**src/rtl/tct_pkg.sv**
```systemverilog
package tct_pkg;
  localparam int OFF_CTL = 'h00;
  localparam int OFF_LO  = 'h04;
  localparam int OFF_HI  = 'h08;
  localparam int OFF_CMP = 'h0C;

  localparam int CTL_FLAG_BIT = 0;
  localparam int CTL_EN_BIT   = 4;

  typedef enum logic [2:0] {
    SEL_NONE,
    SEL_CTL,
    SEL_LO,
    SEL_HI,
    SEL_CMP
  } reg_sel_e;
endpackage

```
**src/rtl/tct_rst_sync.sv**
```systemverilog
module tct_rst_sync #(
  parameter int STAGES = 2
) (
  input  logic clk,
  input  logic rst_n,
  output logic rst_sync_n
);
  logic [STAGES-1:0] sync_q;
  logic [STAGES-1:0] sync_d;

  always_comb begin
    sync_d = {sync_q[STAGES-2:0], 1'b1};
  end

  always_ff @(posedge clk or negedge rst_n) begin
    if (!rst_n) sync_q <= '0;
    else        sync_q <= sync_d;
  end

  assign rst_sync_n = sync_q[STAGES-1];
endmodule

```
**src/rtl/tct_counter.sv**
```systemverilog
module tct_counter #(
  parameter int LO_W = 32,
  parameter int HI_W = 32
) (
  input  logic            clk,
  input  logic            rst_n,
  input  logic            tick_en,
  output logic [LO_W-1:0] cnt_lo,
  output logic [HI_W-1:0] cnt_hi
);
  logic [LO_W-1:0] lo_q, lo_d;
  logic [HI_W-1:0] hi_q, hi_d;
  logic [LO_W:0]   lo_sum;
  logic            lo_carry;

  always_comb begin
    lo_sum   = {1'b0, lo_q} + {{LO_W{1'b0}}, 1'b1};
    lo_carry = lo_sum[LO_W];
    lo_d     = lo_q;
    hi_d     = hi_q;
    if (tick_en) begin
      lo_d = lo_sum[LO_W-1:0];
      hi_d = hi_q + HI_W'(lo_carry);
    end
  end

  always_ff @(posedge clk or negedge rst_n) begin
    if (!rst_n) begin
      lo_q <= '0;
      hi_q <= '0;
    end else begin
      lo_q <= lo_d;
      hi_q <= hi_d;
    end
  end

  assign cnt_lo = lo_q;
  assign cnt_hi = hi_q;
endmodule

```
**src/rtl/tct_match.sv**
```systemverilog
module tct_match #(
  parameter int LO_W = 32
) (
  input  logic            clk,
  input  logic            rst_n,
  input  logic            tick_en,
  input  logic [LO_W-1:0] cnt_lo,
  input  logic            ctl_wr,
  input  logic            cmp_wr,
  input  logic            wr_clr,
  input  logic            wr_en,
  input  logic [LO_W-1:0] wr_cmp,
  output logic [LO_W-1:0] cmp_q,
  output logic            en_q,
  output logic            flag_q
);
  logic [LO_W-1:0] cmp_d;
  logic            en_d;
  logic            flag_d;
  logic            hit;
  logic            clr;

  always_comb begin
    hit    = tick_en & en_q & (cnt_lo == cmp_q);
    clr    = ctl_wr & wr_clr;
    cmp_d  = cmp_wr ? wr_cmp : cmp_q;
    en_d   = ctl_wr ? wr_en : en_q;
    flag_d = hit | (flag_q & ~clr);
  end

  always_ff @(posedge clk or negedge rst_n) begin
    if (!rst_n) begin
      cmp_q  <= '0;
      en_q   <= 1'b0;
      flag_q <= 1'b0;
    end else begin
      cmp_q  <= cmp_d;
      en_q   <= en_d;
      flag_q <= flag_d;
    end
  end
endmodule

```
**src/rtl/tct_regif.sv**
```systemverilog
module tct_regif
  import tct_pkg::*;
#(
  parameter int ADDR_W = 8,
  parameter int BUS_W  = 32,
  parameter int LO_W   = 32,
  parameter int HI_W   = 32
) (
  input  logic              clk,
  input  logic              rst_n,
  input  logic [ADDR_W-1:0] bus_addr,
  input  logic              bus_wr,
  input  logic              bus_rd,
  input  logic [LO_W-1:0]   cnt_lo,
  input  logic [HI_W-1:0]   cnt_hi,
  input  logic [LO_W-1:0]   cmp_q,
  input  logic              en_q,
  input  logic              flag_q,
  output logic              ctl_wr,
  output logic              cmp_wr,
  output logic [BUS_W-1:0]  bus_rdata
);
  reg_sel_e         sel;
  logic [BUS_W-1:0] ctl_view;
  logic [BUS_W-1:0] rd_mux;
  logic [BUS_W-1:0] rdata_q, rdata_d;

  always_comb begin
    if      (bus_addr == ADDR_W'(OFF_CTL)) sel = SEL_CTL;
    else if (bus_addr == ADDR_W'(OFF_LO))  sel = SEL_LO;
    else if (bus_addr == ADDR_W'(OFF_HI))  sel = SEL_HI;
    else if (bus_addr == ADDR_W'(OFF_CMP)) sel = SEL_CMP;
    else                                   sel = SEL_NONE;
  end

  assign ctl_wr = bus_wr & (sel == SEL_CTL);
  assign cmp_wr = bus_wr & (sel == SEL_CMP);

  always_comb begin
    ctl_view               = '0;
    ctl_view[CTL_FLAG_BIT] = flag_q;
    ctl_view[CTL_EN_BIT]   = en_q;
    case (sel)
      SEL_CTL: rd_mux = ctl_view;
      SEL_LO:  rd_mux = BUS_W'(cnt_lo);
      SEL_HI:  rd_mux = BUS_W'(cnt_hi);
      SEL_CMP: rd_mux = BUS_W'(cmp_q);
      default: rd_mux = '0;
    endcase
    rdata_d = bus_rd ? rd_mux : rdata_q;
  end

  always_ff @(posedge clk or negedge rst_n) begin
    if (!rst_n) rdata_q <= '0;
    else        rdata_q <= rdata_d;
  end

  assign bus_rdata = rdata_q;
endmodule

```
**src/rtl/tick_compare_timer.sv**
```systemverilog
module tick_compare_timer
  import tct_pkg::*;
#(
  parameter int ADDR_W = 8,
  parameter int BUS_W  = 32,
  parameter int LO_W   = 32,
  parameter int HI_W   = 32
) (
  input  logic              clk,
  input  logic              rst_n,
  input  logic              tick_en,
  input  logic [ADDR_W-1:0] bus_addr,
  input  logic              bus_wr,
  input  logic [BUS_W-1:0]  bus_wdata,
  input  logic              bus_rd,
  output logic [BUS_W-1:0]  bus_rdata,
  output logic              irq
);
  logic            rst_sync_n;
  logic [LO_W-1:0] cnt_lo;
  logic [HI_W-1:0] cnt_hi;
  logic [LO_W-1:0] cmp_q;
  logic            en_q;
  logic            flag_q;
  logic            ctl_wr;
  logic            cmp_wr;
  logic            unused_wdata;

  assign unused_wdata = ^bus_wdata;

  tct_rst_sync #(.STAGES(2)) u_rst (
    .clk        (clk),
    .rst_n      (rst_n),
    .rst_sync_n (rst_sync_n)
  );

  tct_counter #(.LO_W(LO_W), .HI_W(HI_W)) u_cnt (
    .clk     (clk),
    .rst_n   (rst_sync_n),
    .tick_en (tick_en),
    .cnt_lo  (cnt_lo),
    .cnt_hi  (cnt_hi)
  );

  tct_match #(.LO_W(LO_W)) u_match (
    .clk     (clk),
    .rst_n   (rst_sync_n),
    .tick_en (tick_en),
    .cnt_lo  (cnt_lo),
    .ctl_wr  (ctl_wr),
    .cmp_wr  (cmp_wr),
    .wr_clr  (bus_wdata[CTL_FLAG_BIT]),
    .wr_en   (bus_wdata[CTL_EN_BIT]),
    .wr_cmp  (bus_wdata[LO_W-1:0]),
    .cmp_q   (cmp_q),
    .en_q    (en_q),
    .flag_q  (flag_q)
  );

  tct_regif #(.ADDR_W(ADDR_W), .BUS_W(BUS_W), .LO_W(LO_W), .HI_W(HI_W)) u_regif (
    .clk       (clk),
    .rst_n     (rst_sync_n),
    .bus_addr  (bus_addr),
    .bus_wr    (bus_wr),
    .bus_rd    (bus_rd),
    .cnt_lo    (cnt_lo),
    .cnt_hi    (cnt_hi),
    .cmp_q     (cmp_q),
    .en_q      (en_q),
    .flag_q    (flag_q),
    .ctl_wr    (ctl_wr),
    .cmp_wr    (cmp_wr),
    .bus_rdata (bus_rdata)
  );

  assign irq = flag_q;
endmodule

```
**config.mk**
```make
export PLATFORM = sky130hd
export DESIGN_NAME = tick_compare_timer
export DESIGN_NICKNAME = d
export VERILOG_FILES = /design/src/rtl/tct_pkg.sv /design/src/rtl/tct_rst_sync.sv /design/src/rtl/tct_counter.sv /design/src/rtl/tct_match.sv /design/src/rtl/tct_regif.sv /design/src/rtl/tick_compare_timer.sv
export SDC_FILE = /design/constraint.sdc
export NUM_CORES = 1
export LEC_CHECK = 0
export ABC_AREA = 0
export ABC_CLOCK_PERIOD_IN_PS = 3800
export CAP_MARGIN = 20
export CORE_UTILIZATION = 51
export DETAILED_ROUTE_END_ITERATION = 8
export HOLD_SLACK_MARGIN = 0.1
export PLACE_DENSITY = 0.83
export SLEW_MARGIN = 20
export SYNTH_ARGS = -nofsm -noshare
export SYNTH_HDL_FRONTEND = slang
export SYNTH_SLANG_ARGS = --single-unit
export TNS_END_PERCENT = 20
```
**constraint.sdc**
```tcl
create_clock -name clk -period 3.8 [get_ports clk]
set_clock_uncertainty 0.15 [all_clocks]
set_input_delay 1.14 -clock clk [delete_from_list [all_inputs] [get_ports clk]]
set_output_delay 1.14 -clock clk [all_outputs]
set_load 0.05 [all_outputs]
```
==> summary.md <==
| Metric | Value |
|---|---|
| Postcts setup bufs | `0` |
| Max incr delay on CP | `0.47 ns` |
| Cell area power density | `425.7 nW/um^2` |
| Clk pin slew, worst setup/hold paths | `0.06 ns` |
| Min Tclk post-route | `3.539 ns` |
| GP Congestion | `0.8992` |
| Final Routed Wirelength | `16130 um` |
| Pre-antenna DRT Iters | `5` |
| Residual DRC count | `0` |
| Final Max Slew Viols | `0` |
| GRT overflow | `0` |
| Area after DPL | `7508 um^2` |
| Global-route wire length before repair | `25490 um` |
| CP Data Arrival Time | `3.71 ns` |
| Slowest CP cell | `dfrtp_1` |
| Worst Path Max Fanout | `7` |
| Synthesized instance count | `556` |
| Core ar. | `12210 um^2` |
| CP startpoint kind | `flop` |
| Synth area leaders | `dfrtp_1 (51%), xnor2_1 (7.1%), mux2_4 (6.9%)` |
| Max VDD drop | `0.2661 mV` |
| Routed Antenna Nets | `0` |
| Tcrit/Tclk final | `93.14%` |
| Dominant cell type by area after synthesis | `dfrtp_1` |
| FP Rows | `40` |
| Via count | `4732` |
| Design area | `8094 um^2` |
| DRT iter0 DRCs | `342` |
| Ports | `78` |
| Layout cell share with drive strength beyond 1 | `17.72%` |
| I/O Buffers | `77` |
| Vias/cell | `5.792` |
| Antenna violations before repair | `0` |
| ANT cells | `0` |
| Count leader, synth | `dfrtp_1` |
| Worst-Skew Late Latency | `0.42 ns` |
| Number of gates resized after cts | `0` |
| Synthesized area per cell | `11.72 um^2` |
| Wire per inst | `19.74 um` |
| Register area | `3307 um^2` |
| Post-synth EDFFs | `0` |
| Post-synth top cells | `dfrtp_1 (132), xnor2_1 (53), inv_1 (40), xor2_1 (40), mux2_2 (35)` |
| Reg-to-reg endpoint | `u_cnt.cnt_hi[28]` |
| H-Tree Level Count | `4` |
| TritonCTS Sinks | `132` |
| Max-cap violation count | `0` |
| Endpoints failing hold | `0` |
| Cells on worst reg2reg path | `12` |
| Initial core utilization | `53.34%` |
| CTS root buf | `clkbuf_16` |
| Clock Tree Buf Depth | `2` |
| Die span in x | `115.0 um` |
| Final Setup Violations | `0` |
| Number of synthesized register bits | `132` |
| Crit path capture type | `flop` |
| Die H | `115.0 um` |
| Number of global-route vias before repair | `4839` |
| Cell variety after synth | `32` |
| Area growth syn-to-layout | `24.26%` |
| CTS tree | `yes` |
| Primary FF master, synth | `dfrtp_1` |
| Syn Nets | `604` |
| P_leak | `3.728 nW` |
| DP Wirelength | `11060 um` |
| Net count, final | `685` |
| Hold_buf cts | `0` |
| Setup TNS | `0 ns` |
| Crit Path Class | `flop to flop` |
| Fmax | `282.5 MHz` |
| Mapped cell area | `6514 um^2` |
| Ys async rst share | `100.0%` |
| Unrepaired setup endpoints after global routing | `no` |
| GRT Total Usage | `26.15%` |
| Ys Warns | `0` |
| Hold WC Path Type | `flop to async pin` |
| # fillers | `903` |
| Register area share after synthesis | `50.71%` |
| Die area | `13230 um^2` |
| R2R Setup Slk | `0.26 ns` |
| Largest net degree at the start of global routing | `77` |
| Worst-path cell chain | `nand4_1 -> nor4_1 -> buf_4 -> nand3_1 -> nor4_1 -> ha_1 -> ha_1 -> inv_1 -> nor4_1 -> buf_4 -> nand4_1 -> xnor2_1` |
| Worst reg2reg path startpoint | `u_cnt.cnt_lo[8]` |
| Inserted Clock Buffers | `17` |
| Area of the multi-input gates | `2920 um^2` |
| Most frequent CP cell | `nor4_1` |
| Worst Max-Slew Pin Slew | `0.8977 ns` |
| Worst path required time | `3.97 ns` |
| Status | `finished clean` |
| Post-synth top area share | `50.71%` |
| Max-slew headroom | `39.60%` |
-- layer usage --
layer / global-route usage [%] / routed length (um) / up-vias
met5: 0 / 0 / -
li1: - / - / 2141
met2: 41.57 / 7763 / 196
met4: 12.03 / 584 / 0
met3: 6.958 / 1183 / 47
met1: 33.59 / 6597 / 2348
-- stage by stage --
step	power [W]	std cells	hold slack (ns)	setup slack, ns	util, %
floorplan	0.001770	556	0.1811	0.6596	-
global placement	0.001891	785	0.1841	0.3917	61.49
detailed placement	0.001910	785	0.1879	0.3189	61.49
CTS	0.003459	816	0.1999	0.3207	66.06
global route	0.003565	817	0.1524	0.02972	66.28
finish	0.003446	817	0.1150	0.2607	66.28
-- worst max-delay path: cells and delay by family (launching register included) --
kind	cells	cell delay, ns
and+or+nand+nor	6	1.55
adders and majority gates	2	0.58
DFF	1	0.47
buffers and inverters	3	0.47
xor gates and xnor gates	1	0.21
-- report_power, final --
part	switching (W)	leakage, nW	internal, W	total, W
Combinational	0.000171	1.64	0.000177	0.000349
Sequential	0.0000951	1.81	0.00146	0.00156
Clock	0.000561	0.277	0.000979	0.00154
-- registers in the layout, indices dropped and copies added, names as in the netlist --
register	cells
u_rst.sync_q	2
u_match.flag_q	1
u_cnt.cnt_lo	32
u_cnt.cnt_hi	32
u_match.en_q	1
u_match.cmp_q	32
u_regif.bus_rdata	32
-- logic make-up after synthesis --
kind of cell / share of synthesized area, %
flops: 50.71
compound gates: 6.877
other cells: 0.05757
simple gates: 11.12
buf+inv: 4.495
fa+ha+maj: 0.5763
mux: 13.66
xor+xnor: 12.50
-- cells in the final DEF (no fill, tap or decap), types with 6 or more instances in the layout --
master and count:
dfrtp_1 131, clkdlybuf4s50_1 77, xnor2_1 53, xor2_1 40
inv_1 40, mux2_2 35, o22ai_1 32, mux2_4 30
a22oi_1 30, nand4_1 29, nand3_1 24, nand2_1 19
clkbuf_16 17, nor4_1 13, and3_1 13, buf_4 12
nor2_1 7, and4_1 6, nor3_1 6
-- cell type report --
class / count / area share (%)
inverter: 40 / 1.855
timing repair buffer: 93 / 11.72
multi-input combinational: 353 / 36.08
clock inverter: 4 / 0.5565
tap: 168 / 2.597
sequential: 132 / 40.86
clock buffer: 27 / 6.338
-- how the worst max path moves through the flow --
stage	start	end	slack, ns	depth (start not counted)
detailed placement	bus_addr[7]	u_match.cmp_q[10]	0.32	6
finish	u_cnt.cnt_lo[8]	u_cnt.cnt_hi[28]	0.26	12
global placement	bus_addr[7]	u_match.cmp_q[10]	0.39	6
CTS	u_cnt.cnt_lo[8]	u_cnt.cnt_hi[8]	0.32	11
global route	u_cnt.cnt_lo[8]	u_cnt.cnt_hi[18]	0.03	11
floorplan	u_cnt.cnt_lo[8]	u_cnt.cnt_hi[26]	0.66	11
Note: power is estimated with default switching activity, not from simulation.
